[src/rtl/disp_ser_pkg.sv]
package disp_ser_pkg;

    typedef enum logic [2:0] {
        ST_IDLE,
        ST_LEAD,
        ST_LOW,
        ST_HIGH,
        ST_TRAIL
    } tx_state_e;

    // Whole system cycles needed to cover a time in ns (at least one).
    function automatic int cyc_for_ns(input int ns, input int clk_ns);
        int c;
        c = (ns + clk_ns - 1) / clk_ns;
        return (c < 1) ? 1 : c;
    endfunction

endpackage

[src/rtl/disp_ser_tick.sv]
module disp_ser_tick #(
    parameter int CNT_W = 4
) (
    input  logic             clk,
    input  logic             rst,
    input  logic             start,
    input  logic [CNT_W-1:0] len,
    output logic             done
);
    logic [CNT_W-1:0] cnt;

    always_ff @(posedge clk) begin
        if (rst)
            cnt <= '0;
        else if (start)
            cnt <= len - CNT_W'(1);
        else if (cnt != '0)
            cnt <= cnt - CNT_W'(1);
    end

    assign done = (cnt == '0);
endmodule

[src/rtl/disp_ser_shift.sv]
module disp_ser_shift #(
    parameter int BYTE_W = 8
) (
    input  logic              clk,
    input  logic              rst,
    input  logic              load,
    input  logic [BYTE_W-1:0] load_byte,
    input  logic              load_flag,
    input  logic              shift,
    output logic              sdo,
    output logic              flag,
    output logic              last
);
    localparam int IDX_W = (BYTE_W > 1) ? $clog2(BYTE_W) : 1;

    logic [BYTE_W-1:0] data;
    logic [IDX_W-1:0]  idx;

    always_ff @(posedge clk) begin
        if (rst) begin
            data <= '0;
            flag <= 1'b0;
            idx  <= '0;
        end else if (load) begin
            data <= load_byte;
            flag <= load_flag;
            idx  <= '0;
        end else if (shift) begin
            data <= {data[BYTE_W-2:0], 1'b0};
            idx  <= idx + IDX_W'(1);
        end
    end

    assign sdo  = data[BYTE_W-1];
    assign last = (idx == IDX_W'(BYTE_W - 1));
endmodule

[src/rtl/disp_ser_tx.sv]
module disp_ser_tx
    import disp_ser_pkg::*;
#(
    parameter int CLK_NS      = 20,
    parameter int BYTE_W      = 8,
    parameter int SCK_HALF_NS = 50,
    parameter int CS_LEAD_NS  = 20,
    parameter int CS_TRAIL_NS = 50
) (
    input  logic              clk,
    input  logic              rst,
    input  logic              in_valid,
    output logic              in_ready,
    input  logic [BYTE_W-1:0] in_byte,
    input  logic              in_is_data,
    output logic              cs_n,
    output logic              sel_data,
    output logic              sclk,
    output logic              sdo
);
    localparam int HALF_CYC  = cyc_for_ns(SCK_HALF_NS, CLK_NS);
    localparam int LEAD_CYC  = cyc_for_ns(CS_LEAD_NS, CLK_NS);
    localparam int TRAIL_CYC = cyc_for_ns(CS_TRAIL_NS, CLK_NS);
    localparam int MAX_A     = (HALF_CYC > LEAD_CYC) ? HALF_CYC : LEAD_CYC;
    localparam int MAX_CYC   = (MAX_A > TRAIL_CYC) ? MAX_A : TRAIL_CYC;
    localparam int CNT_W     = $clog2(MAX_CYC + 1);

    tx_state_e        state, nxt;
    logic             t_start, t_done;
    logic [CNT_W-1:0] t_len;
    logic             sh_load, sh_shift, sh_last;

    disp_ser_tick #(.CNT_W(CNT_W)) u_tick (
        .clk   (clk),
        .rst   (rst),
        .start (t_start),
        .len   (t_len),
        .done  (t_done)
    );

    disp_ser_shift #(.BYTE_W(BYTE_W)) u_shift (
        .clk       (clk),
        .rst       (rst),
        .load      (sh_load),
        .load_byte (in_byte),
        .load_flag (in_is_data),
        .shift     (sh_shift),
        .sdo       (sdo),
        .flag      (sel_data),
        .last      (sh_last)
    );

    // State register
    always_ff @(posedge clk) begin
        if (rst) state <= ST_IDLE;
        else     state <= nxt;
    end

    // Transitions
    always_comb begin
        nxt      = state;
        t_start  = 1'b0;
        t_len    = CNT_W'(HALF_CYC);
        sh_load  = 1'b0;
        sh_shift = 1'b0;
        unique case (state)
            ST_IDLE: if (in_valid) begin
                nxt     = ST_LEAD;
                t_start = 1'b1;
                t_len   = CNT_W'(LEAD_CYC);
                sh_load = 1'b1;
            end
            ST_LEAD: if (t_done) begin
                nxt     = ST_LOW;
                t_start = 1'b1;
            end
            ST_LOW: if (t_done) begin
                nxt     = ST_HIGH;
                t_start = 1'b1;
            end
            ST_HIGH: if (t_done) begin
                t_start = 1'b1;
                if (sh_last) begin
                    nxt   = ST_TRAIL;
                    t_len = CNT_W'(TRAIL_CYC);
                end else begin
                    nxt      = ST_LOW;
                    sh_shift = 1'b1;
                end
            end
            ST_TRAIL: if (t_done) begin
                if (in_valid) begin
                    nxt     = ST_LOW;
                    t_start = 1'b1;
                    sh_load = 1'b1;
                end else begin
                    nxt = ST_IDLE;
                end
            end
            default: nxt = ST_IDLE;
        endcase
    end

    // Outputs
    always_comb begin
        cs_n     = (state == ST_IDLE);
        sclk     = (state == ST_HIGH);
        in_ready = (state == ST_IDLE) || ((state == ST_TRAIL) && t_done);
    end
endmodule

[config.mk]
export PLATFORM = sky130hd
export DESIGN_NAME = disp_ser_tx
export DESIGN_NICKNAME = d
export VERILOG_FILES = /design/src/rtl/disp_ser_pkg.sv /design/src/rtl/disp_ser_tick.sv /design/src/rtl/disp_ser_shift.sv /design/src/rtl/disp_ser_tx.sv
export SDC_FILE = /design/constraint.sdc
export NUM_CORES = 1
export LEC_CHECK = 0
export BUFFER_PORTS_ARGS = -buffer_cell sky130_fd_sc_hd__buf_2
export CORE_MARGIN = 5
export CORE_UTILIZATION = 49
export CTS_BUF_LIST = sky130_fd_sc_hd__clkbuf_8
export CTS_CLUSTER_DIAMETER = 40
export DETAILED_ROUTE_END_ITERATION = 8
export HOLD_SLACK_MARGIN = 0.12
export PLACE_DENSITY = 0.76
export SLEW_MARGIN = 20
export SYNTH_ARGS = -nofsm -noshare
export SYNTH_HDL_FRONTEND = slang
export SYNTH_SLANG_ARGS = --single-unit
export TNS_END_PERCENT = 5
[constraint.sdc]
create_clock -name clk -period 1.78 [get_ports clk]
set_clock_uncertainty 0.15 [all_clocks]
set_input_delay 0.178 -clock clk [delete_from_list [all_inputs] [get_ports clk]]
set_output_delay 0.178 -clock clk [all_outputs]
set_load 0.1 [all_outputs]
==> results of run 1 <==
## flip-flops by register name, summed over array words and instances, names as in the netlist
signal        flops
u_shift.idx       3
u_shift.data      8
state             3
u_shift.flag      1
u_tick.cnt        2
## synth_stat cells (2+ instances only)
cell and n:
dfxtp_1 17, nor2_1 13, mux2i_1 9, a211oi_1 7
nand2_1 7, a21oi_1 6, nor3_1 5, nand3_1 4
o21ai_0 3, and3_1 2, buf_2 2, clkbuf_1 2
ha_1 2
## area by class of cell
type / instances / area, um^2 / share of cell area (%)
Timing Repair Buffer: 36 / 282.8 / 23.64
Sequential cell: 17 / 342.8 / 28.66
Multi-Input combinational cell: 70 / 500.5 / 41.84
Clock buffer: 3 / 41.29 / 3.452
Inverter: 1 / 3.754 / 0.3138
Clock inverter: 1 / 5.005 / 0.4184
Tap cell: 16 / 20.02 / 1.674
## metal layers
| layer | wire, um | vias up |
|---|---|---|
| met5 | 0 | - |
| met4 | 36 | 0 |
| met3 | 103 | 4 |
| met2 | 1005 | 23 |
| met1 | 858 | 364 |
| li1 | - | 408 |
## per-stage QoR
step | cells | setup TNS [ns] | hold slack, ns | util [%]
5_1_grt | 144 | -0.9926 | 0.1701 | 77.60
3_5_place_dp | 129 | -1.603 | 0.2751 | 65.26
2_1_floorplan | 93 | -1.311 | 0.1640 | -
4_1_cts | 144 | -0.3385 | 0.1483 | 77.27
3_3_place_gp | 129 | -0.9607 | 0.2718 | 65.26
6_report | 144 | -0.3985 | 0.1536 | 77.60
## worst paths after layout
kind	to	slack [ns]	cells after the start	from
max reg2reg	u_shift.data[2]	-0.08	5	u_shift.idx[0]
min reg2reg	u_shift.flag	0.32	2	u_shift.flag
max	u_shift.data[2]	-0.08	5	u_shift.idx[0]
min	u_tick.cnt[1]	0.15	2	rst
## timing repair
action	CTS	global route
resized for setup	7	1
hold endpoints to repair	9	0
hold buffers	9	0
endpoints found under the setup margin	11	10
cloned	1	0
buffers inserted	1	0
pin swaps	7	0
## cell usage in the layout, fill, tap and decap left out, drive strengths merged, types with 2 or more instances in the layout
cell type	count
a211oi	7
a21oi	6
and3	2
buf	27
clkbuf	3
dfxtp	17
dlygate4sd3	9
ha	2
mux2i	9
nand2	7
nand3	4
nor2	13
nor3	6
o21ai	3
or4b	2
## kinds of logic (layout without fill, tap and decap cells)
group | after synthesis | count (layout) | synth area share (%)
XOR/XNOR | 1 | 1 | 1.075
multiplexers | 9 | 9 | 11.06
buffers and inverters | 7 | 41 | 4.454
flip-flops | 17 | 17 | 41.78
adder cells (fa/ha/maj) | 2 | 2 | 3.072
AND/OR/NAND/NOR | 38 | 39 | 23.96
AO/OA/AOI/OAI | 19 | 19 | 14.59
## power groups by stage
stage                     registers [W]  clock network, W  logic (W)
after floorplan                0.000491                 0   0.000224
after global placement         0.000447                 0   0.000375
after detailed placement       0.000449                 0   0.000381
after CTS                      0.000441          0.000289   0.000402
after global routing           0.000447          0.000312   0.000436
final                          0.000443          0.000283   0.000408
## worst reg2reg max path: cells and delay by family, from the launching register on
family,cells,cell delay [ns]
simple gates,1,0.59
fa+ha+maj,2,0.33
compound gates,1,0.23
flops,1,0.34
mux,1,0.16
==> run summary, run 1 <==
Gate power share -> 36.0%
Area Overhead vs Synth -> 46.85%
# port buffers -> 16
pin count of the biggest net entering global routing -> 18
worst slack, placed -> -0.1939 ns
Async SR Flop Fraction -> 0%
Netlist Area Pre-Place -> 814.5 um^2
Cell Rows -> 14
DR WL/cell -> 13.91 um
crit path time final -> 1.857 ns
Die W -> 50.77 um
final hold vios -> 0
drt first pass iters -> 4
# diodes -> 0
Syn Nets -> 107
most used cell, CP -> ha_4
Unique masters post-synth -> 27
vias in the first global route -> 793
design area -> 1196 um^2
GR Layer Usage met1 -> 22.02%
critical path's top delay family -> simple AND/OR/NAND/NOR gates
Routed WL -> 2003 um
Yosys warnings -> 0
CTS Buf Count -> 3
clock root cell -> clkbuf_8
clk_lat worst skew -> 0.26 ns
DR DRC count -> 0
sequential cell area fraction in the yosys report -> 41.78%
Initial Util -> 52.84%
gr ovfl total -> 0
synthesis-stage register bit count -> 17
Filler cells -> 105
Crit path required time -> 1.81 ns
Worst EP arrival -> 1.88 ns
DRT iter0 DRCs -> 18
top_reg_cell synth -> dfxtp_1
DP Area -> 1006 um^2
initial antenna violation count -> 0
DIE AREA -> 2578 um^2
Slew headroom -> 67.81%
via count -> 799
CP Class -> flop to flop
Synth area leaders -> dfxtp_1 (42%), mux2i_1 (11%), a211oi_1 (6.5%), nor2_1 (6.0%), a21oi_1 (3.7%)
final net count -> 143
crit path cell chain -> ha_4 > ha_4 > or4b_4 > mux2i_1 > a211oi_2
routability cong. -> 0.8080
die height -> 50.77 um
number of synthesized flops with an enable pin -> 0
RSZ-0062 raised after global routing -> true
status -> finished, violations left
Reg power frac -> 39.1%
Syn Inst Count -> 93
switching power -> 0.0004079 W
GRT busiest layer -> met2
Final Slew Violations -> 0
global routing usage on met3 -> 4.438%
final setup margin -> -0.07709 ns
clock tree buffer depth -> 2
maximum clock rate -> 538.5 MHz
Final Cycle Share -> 104.3%
internal power -> 0.0007268 W
io pins -> 17
dpl hpwl -> 1283 um
failing checks -> setup timing
final setup vio count -> 7
Tightest Pin Transition -> 0.4862 ns
Sw Share -> 35.95%
global-route wire length before repair -> 3532 um
Buf/Inv on CP -> 0
share of post-route cells with drive strength above 1 -> 33.59%
worst min path class -> primary input to flop
max cap viols -> 0
H-tree depth -> 1
total global-route track usage -> 17.69%
Crit Path Max Fanout -> 5
CTS tree -> done
Startpoint Class -> flop
slowest CP cell -> or4b_4
Peak supply drop -> 891.9 uV
Synth area leader -> dfxtp_1
largest stage delay on the critical path -> 0.59 ns
Clk pin slew, worst setup/hold paths -> 0.07 ns
Yosys top cell area share -> 41.78%
Pwr Total -> 0.001135 W
PwrDens -> 948.6 nW/um^2
clock network power share -> 24.9%
CTS sink cnt -> 17
met2 usage -> 27.69%
Routed Antenna Nets -> 0
crit end category -> flop
core area -> 1541 um^2
syn_area_per_cell -> 8.758 um^2
P_leak -> 0.5441 nW
Vias/cell -> 5.549
Note: power is estimated with default switching activity, not from simulation.
==> inputs of run 2 (changes only) <==
--- a/config.mk
+++ b/config.mk
@@ -15,2 +15,3 @@
 export PLACE_DENSITY = 0.76
+export SKIP_LAST_GASP = 1
 export SLEW_MARGIN = 20
==> constraint.sdc (replaced) <==
create_clock -name clk -period 1.7 [get_ports clk]
set_clock_uncertainty 0.15 [all_clocks]
set_input_delay 0.085 -clock clk [delete_from_list [all_inputs] [get_ports clk]]
set_output_delay 0.085 -clock clk [all_outputs]
set_load 0.1 [all_outputs]
==> run 2 against run 1 <==
Effect of this change: the run still ends with setup timing left; power grew 7.9%; largest power group is now combinational cells; register-to-register slack worse by 0.12 ns; first-iteration DRC count rose by 100%; largest cell class unchanged; setup slack worse by 0.12 ns; via count increased by 6.6%; clock-buffer cell count unchanged; critical path depth stayed put; final cell count rose by 3.5%; highest routed layer unchanged; combinational power up 15%; sequential share of layout area decreased by 1.3 points.
==> run summary, run 2 (synthesis results as in run 1) <==
DR DRC count -> 0 (unchanged)
H-tree depth -> 1 (unchanged)
drt first pass iters -> 4 (unchanged)
final setup vio count -> 11 (was 7)
Final Cycle Share -> 111.8% (was 104.3%)
CTS sink cnt -> 17 (unchanged)
max cap viols -> 0 (unchanged)
CP Class -> flop to flop (unchanged)
P_leak -> 0.5655 nW (was 0.5441 nW)
max reg flops -> 8 (unchanged)
final setup margin -> -0.2003 ns (was -0.07709 ns)
Cell Rows -> 14 (unchanged)
clock tree buffer depth -> 2 (unchanged)
Crit path required time -> 1.71 ns (was 1.81 ns)
Peak supply drop -> 694.9 uV (was 891.9 uV)
failing checks -> setup timing (unchanged)
Finished Layout Cells -> 149 (was 144)
maximum clock rate -> 526.2 MHz (was 538.5 MHz)
initial antenna violation count -> 0 (unchanged)
# diodes -> 0 (unchanged)
die height -> 50.77 um (unchanged)
CTS Buf Count -> 3 (unchanged)
Clk pin slew, worst setup/hold paths -> 0.06 ns (was 0.07 ns)
crit end category -> flop (unchanged)
# port buffers -> 16 (unchanged)
crit path time final -> 1.900 ns (was 1.857 ns)
Largest regs -> u_shift.data x8, state x3, u_shift.idx x3 (unchanged)
DIE AREA -> 2578 um^2 (unchanged)
routability cong. -> 0.8123 (was 0.8080)
dpl hpwl -> 1286 um (was 1283 um)
Total Neg Setup Slack -> -1.322 ns (was -0.3985 ns)
status -> finished, violations left (unchanged)
most common cell after layout, fill and taps aside -> dfxtp_1 (unchanged)
Routed Antenna Nets -> 0 (unchanged)
worst min path class -> flop to flop (was primary input to flop)
clock root cell -> clkbuf_8 (unchanged)
FF-to-FF path depth -> 5 (unchanged)
Startpoint Class -> flop (unchanged)
reg2reg start -> u_shift.idx[1] (was u_shift.idx[0])
Tightest Pin Transition -> 0.4996 ns (was 0.4862 ns)
Die W -> 50.77 um (unchanged)
capture point of the worst reg-to-reg path -> u_shift.data[1] (was u_shift.data[2])
DR WL/cell -> 16.59 um (was 13.91 um)
DP Area -> 1021 um^2 (was 1006 um^2)
worst hold path depth -> 2 (unchanged)
global-route wire length before repair -> 3850 um (was 3532 um)
vias in the first global route -> 838 (was 793)
RSZ-0062 raised after global routing -> true (unchanged)
PwrDens -> 978.2 nW/um^2 (was 948.6 nW/um^2)
Crit Path Max Fanout -> 5 (unchanged)
io pins -> 17 (unchanged)
crit path launch -> u_shift.idx[1] (was u_shift.idx[0])
total global-route track usage -> 19.66% (was 17.69%)
clk_lat worst skew -> 0.25 ns (was 0.26 ns)
Vias/cell -> 5.718 (was 5.549)
Worst EP arrival -> 1.91 ns (was 1.88 ns)
Worst Hold End -> u_shift.flag (was u_tick.cnt[1])
Filler cells -> 95 (was 105)
reg2reg setup slack -> -0.20 ns (was -0.08 ns)
via count -> 852 (was 799)
Initial Util -> 52.84% (unchanged)
Routed WL -> 2472 um (was 2003 um)
pin count of the biggest net entering global routing -> 18 (unchanged)
share of post-route cells with drive strength above 1 -> 36.09% (was 33.59%)
Placed Instances -> 131 (was 129)
final net count -> 148 (was 143)
gr ovfl total -> 0 (unchanged)
Worst Hold Launch -> u_shift.flag (was rst)
Top reg by flops -> u_shift.data (unchanged)
DRT iter0 DRCs -> 36 (was 18)
utilization after layout -> 81.17% (was 77.60%)
most frequent cells in the layout -> dfxtp_1 (15), buf_2 (14), buf_4 (14) (was dfxtp_1 (15), buf_2 (14), nor2_1 (12))
Slew headroom -> 66.92% (was 67.81%)
final hold vios -> 0 (unchanged)
design area -> 1251 um^2 (was 1196 um^2)
Area Overhead vs Synth -> 53.61% (was 46.85%)
core area -> 1541 um^2 (unchanged)
CTS tree -> done (unchanged)
Final Slew Violations -> 0 (unchanged)
run 2: per-stage QoR:
step	setup WS, ns	power (W)	hold slack [ns]
2_1_floorplan	-0.2518	0.0007491	0.07100
3_3_place_gp	-0.2042	0.0008732	0.1784
3_5_place_dp	-0.2937	0.0008817	0.1817
4_1_cts	-0.1580	0.001195	0.3107
5_1_grt	-0.2760	0.001279	0.3381
6_report	-0.2003	0.001224	0.3171
run 2: timing repair:
action                                  CTS  global route
setup buffers                             2             0
hold endpoints to repair                 16             0
hold buffers                             11             0
endpoints found under the setup margin   11            13
pin swaps                                 6             3
resized for setup                         7             4
cloned                                    1             0
run 2: where the power goes:
group	internal (W)	switching (W)	leakage (nW)
clock network	0.000160	0.000134	0.0269
logic	0.000178	0.000290	0.398
registers	0.000439	0.0000234	0.141
run 2: how the worst max path moves through the flow:
stage / slack, ns / to / cells after the start
3_5_place_dp: -0.29 / u_shift.data[4] / 5
5_1_grt: -0.28 / u_shift.data[1] / 5
2_1_floorplan: -0.25 / u_shift.data[7] / 6
6_report: -0.20 / u_shift.data[1] / 5
4_1_cts: -0.16 / u_shift.data[4] / 5
3_3_place_gp: -0.20 / u_shift.data[3] / 5
run 2: area by class of cell:
cell class | instances | area (um^2) | share of cell area, %
multi-input cells | 70 | 514.2 | 41.10
flip-flops and latches | 17 | 342.8 | 27.40
repair buffers | 41 | 325.3 | 26.00
clock buffers | 3 | 41.29 | 3.300
well taps | 16 | 20.02 | 1.600
clock inverters | 1 | 3.754 | 0.3000
inverters | 1 | 3.754 | 0.3000
run 2: per-layer routing:
metal  up-vias  wire length [um]  part of all wire [%]  GRT usage, %
li1        417                 -                     -             -
met1       406              1015                    41         22.94
met2        23              1278                    52         34.50
met3         6               101                   4.1         6.509
met4         0                76                   3.1         4.255
met5         -                 0                     0             0
run 2: critical path: stages (launching register included):
cell      delay, ns
dfxtp_2        0.34
ha_4           0.16
ha_4           0.16
or4b_4         0.59
mux2i_1        0.18
a211oi_2       0.23
==> inputs of run 3 (changes only) <==
Settings changed: CORE_ASPECT_RATIO set to 1.2.
==> run 3 against run 2 <==
Effect of this change: the flow still finishes with violations (setup timing); die area rose by 0.14%; register-to-register slack gained 0.02 ns; first-iteration DRC count down 81%; combinational power fell by 5.3%; cell area fell by 3.2%; wire length is 11% lower; non-clock buffer count down 2; setup slack improved by 0.020 ns; maximum frequency grew 1.1%; final cell count did not move; critical path depth did not move; critical path type unchanged; largest power group is now sequential cells.
==> run summary, run 3 (synthesis results as in run 1) <==
status -> finished, violations left (unchanged)
failing checks -> setup timing (unchanged)
dpl hpwl -> 1306 um (was 1286 um)
internal power -> 0.0007686 W (was 0.0007769 W)
Worst EP arrival -> 1.91 ns (about the same)
DP Area -> 1008 um^2 (was 1021 um^2)
Tightest Pin Transition -> 0.4878 ns (was 0.4996 ns)
# port buffers -> 16 (unchanged)
CTS Buf Count -> 3 (unchanged)
most frequent cells in the layout -> buf_2 (15), dfxtp_1 (15), buf_4 (13) (was dfxtp_1 (15), buf_2 (14), buf_4 (14))
maximum clock rate -> 531.9 MHz (was 526.2 MHz)
PwrDens -> 996.1 nW/um^2 (was 978.2 nW/um^2)
routability cong. -> 0.7650 (was 0.8123)
final hold vios -> 0 (unchanged)
CTS sink cnt -> 17 (unchanged)
Final Cycle Share -> 110.6% (was 111.8%)
via count -> 830 (was 852)
Vias/cell -> 5.570 (was 5.718)
CP Class -> flop to flop (unchanged)
initial antenna violation count -> 0 (unchanged)
global-route wire length before repair -> 3560 um (was 3850 um)
Largest regs -> u_shift.data x8, state x3, u_shift.idx x3 (unchanged)
CTS tree -> done (unchanged)
clock root cell -> clkbuf_8 (unchanged)
Hold Slack -> 0.1293 ns (was 0.3171 ns)
Clk pin slew, worst setup/hold paths -> 0.07 ns (was 0.06 ns)
crit path time final -> 1.880 ns (was 1.900 ns)
RSZ-0062 raised after global routing -> true (unchanged)
Reg power frac -> 38.3% (was 37.8%)
drt first pass iters -> 4 (unchanged)
design area -> 1211 um^2 (was 1251 um^2)
die height -> 54.67 um (was 50.77 um)
Area Overhead vs Synth -> 48.69% (was 53.61%)
H-tree depth -> 1 (unchanged)
Crit Path Max Fanout -> 6 (was 5)
max cap viols -> 0 (unchanged)
pin count of the biggest net entering global routing -> 18 (unchanged)
Initial Util -> 50.86% (was 52.84%)
Filler cells -> 129 (was 95)
worst min path class -> primary input to flop (was flop to flop)
Die W -> 47.22 um (was 50.77 um)
Startpoint Class -> flop (unchanged)
final setup vio count -> 12 (was 11)
DIE AREA -> 2581 um^2 (was 2578 um^2)
io pins -> 17 (unchanged)
Slew headroom -> 67.71% (was 66.92%)
Sw Share -> 36.29% (was 36.53%)
total global-route track usage -> 20.16% (was 19.66%)
Final Slew Violations -> 0 (unchanged)
DR DRC count -> 0 (unchanged)
DRT iter0 DRCs -> 7 (was 36)
switching power -> 0.0004378 W (was 0.0004471 W)
Gate power share -> 36.8% (was 38.2%)
DR WL/cell -> 14.75 um (was 16.59 um)
Top reg by flops -> u_shift.data (unchanged)
crit end category -> flop (unchanged)
gr ovfl total -> 0 (unchanged)
worst slack, placed -> -0.2844 ns (was -0.2937 ns)
clock tree buffer depth -> 2 (unchanged)
clk_lat worst skew -> 0.26 ns (was 0.25 ns)
Peak supply drop -> 782.2 uV (was 694.9 uV)
final setup margin -> -0.1801 ns (was -0.2003 ns)
vias in the first global route -> 833 (was 838)
core area -> 1602 um^2 (was 1541 um^2)
Placed Instances -> 133 (was 131)
final net count -> 146 (was 148)
Routed WL -> 2198 um (was 2472 um)
share of post-route cells with drive strength above 1 -> 34.35% (was 36.09%)
utilization after layout -> 75.63% (was 81.17%)
Cell Rows -> 16 (was 14)
Routed Antenna Nets -> 0 (unchanged)
# diodes -> 0 (unchanged)
Crit path required time -> 1.73 ns (was 1.71 ns)
P_leak -> 0.5512 nW (was 0.5655 nW)
clock network power share -> 25.0% (was 24.0%)
Finished Layout Cells -> 149 (unchanged)
max reg flops -> 8 (unchanged)
[run 3: worst max-delay path: stages, from the launching register on]
cell and delay [ns]:
dfxtp_2 0.34, ha_4 0.16, ha_4 0.16, or4b_4 0.60
mux2i_2 0.20, a211oi_1 0.20
[run 3: power by group through the flow]
| stage | clock, W | sequential (W) | combinational (W) |
|---|---|---|---|
| floorplan | 0 | 0.000514 | 0.000235 |
| global placement | 0 | 0.000465 | 0.000404 |
| detailed placement | 0 | 0.000467 | 0.000411 |
| CTS | 0.000300 | 0.000460 | 0.000435 |
| global route | 0.000319 | 0.000465 | 0.000474 |
| finish | 0.000301 | 0.000462 | 0.000443 |
[run 3: final timing paths]
check | cells after the start | end | slack (ns) | from
hold / removal | 4 | u_tick.cnt[1] | 0.13 | in_valid
setup / recovery | 5 | u_shift.data[5] | -0.18 | u_shift.idx[0]
setup reg to reg | 5 | u_shift.data[5] | -0.18 | u_shift.idx[0]
hold reg to reg | 2 | u_shift.flag | 0.31 | u_shift.flag
[run 3: cell type report]
type                            instances  area, um^2  area share [%]
Multi-Input combinational cell         70       504.2           41.63
Sequential cell                        17       342.8           28.31
Timing Repair Buffer                   39       292.8           24.17
Clock buffer                            3       41.29           3.409
Tap cell                               18       22.52           1.860
Clock inverter                          1       3.754          0.3099
Inverter                                1       3.754          0.3099
[run 3: per-layer routing]
layer  share of wire (%)  routed length, um  GRT usage [%]
met5                   0                  0              0
met4                 2.2                 48          13.82
met3                 5.1                111          3.618
met2                  53               1160          34.15
met1                  40                877          22.02
[run 3: stage by stage]
step	power, W	TNS, ns
3_3_place_gp	0.0008683	-1.882
5_1_grt	0.001259	-1.931
6_report	0.001206	-1.304
2_1_floorplan	0.0007491	-2.238
4_1_cts	0.001195	-1.278
3_5_place_dp	0.0008783	-2.301
[run 3: what timing repair did]
| action | 4_1_cts | 5_1_grt |
|---|---|---|
| cloned | 1 | 0 |
| pin swaps | 3 | 3 |
| hold buffers | 10 | 0 |
| hold endpoints to repair | 17 | 0 |
| setup buffers | 1 | 0 |
| gates resized for setup | 7 | 2 |
| endpoints found under the setup margin | 11 | 12 |
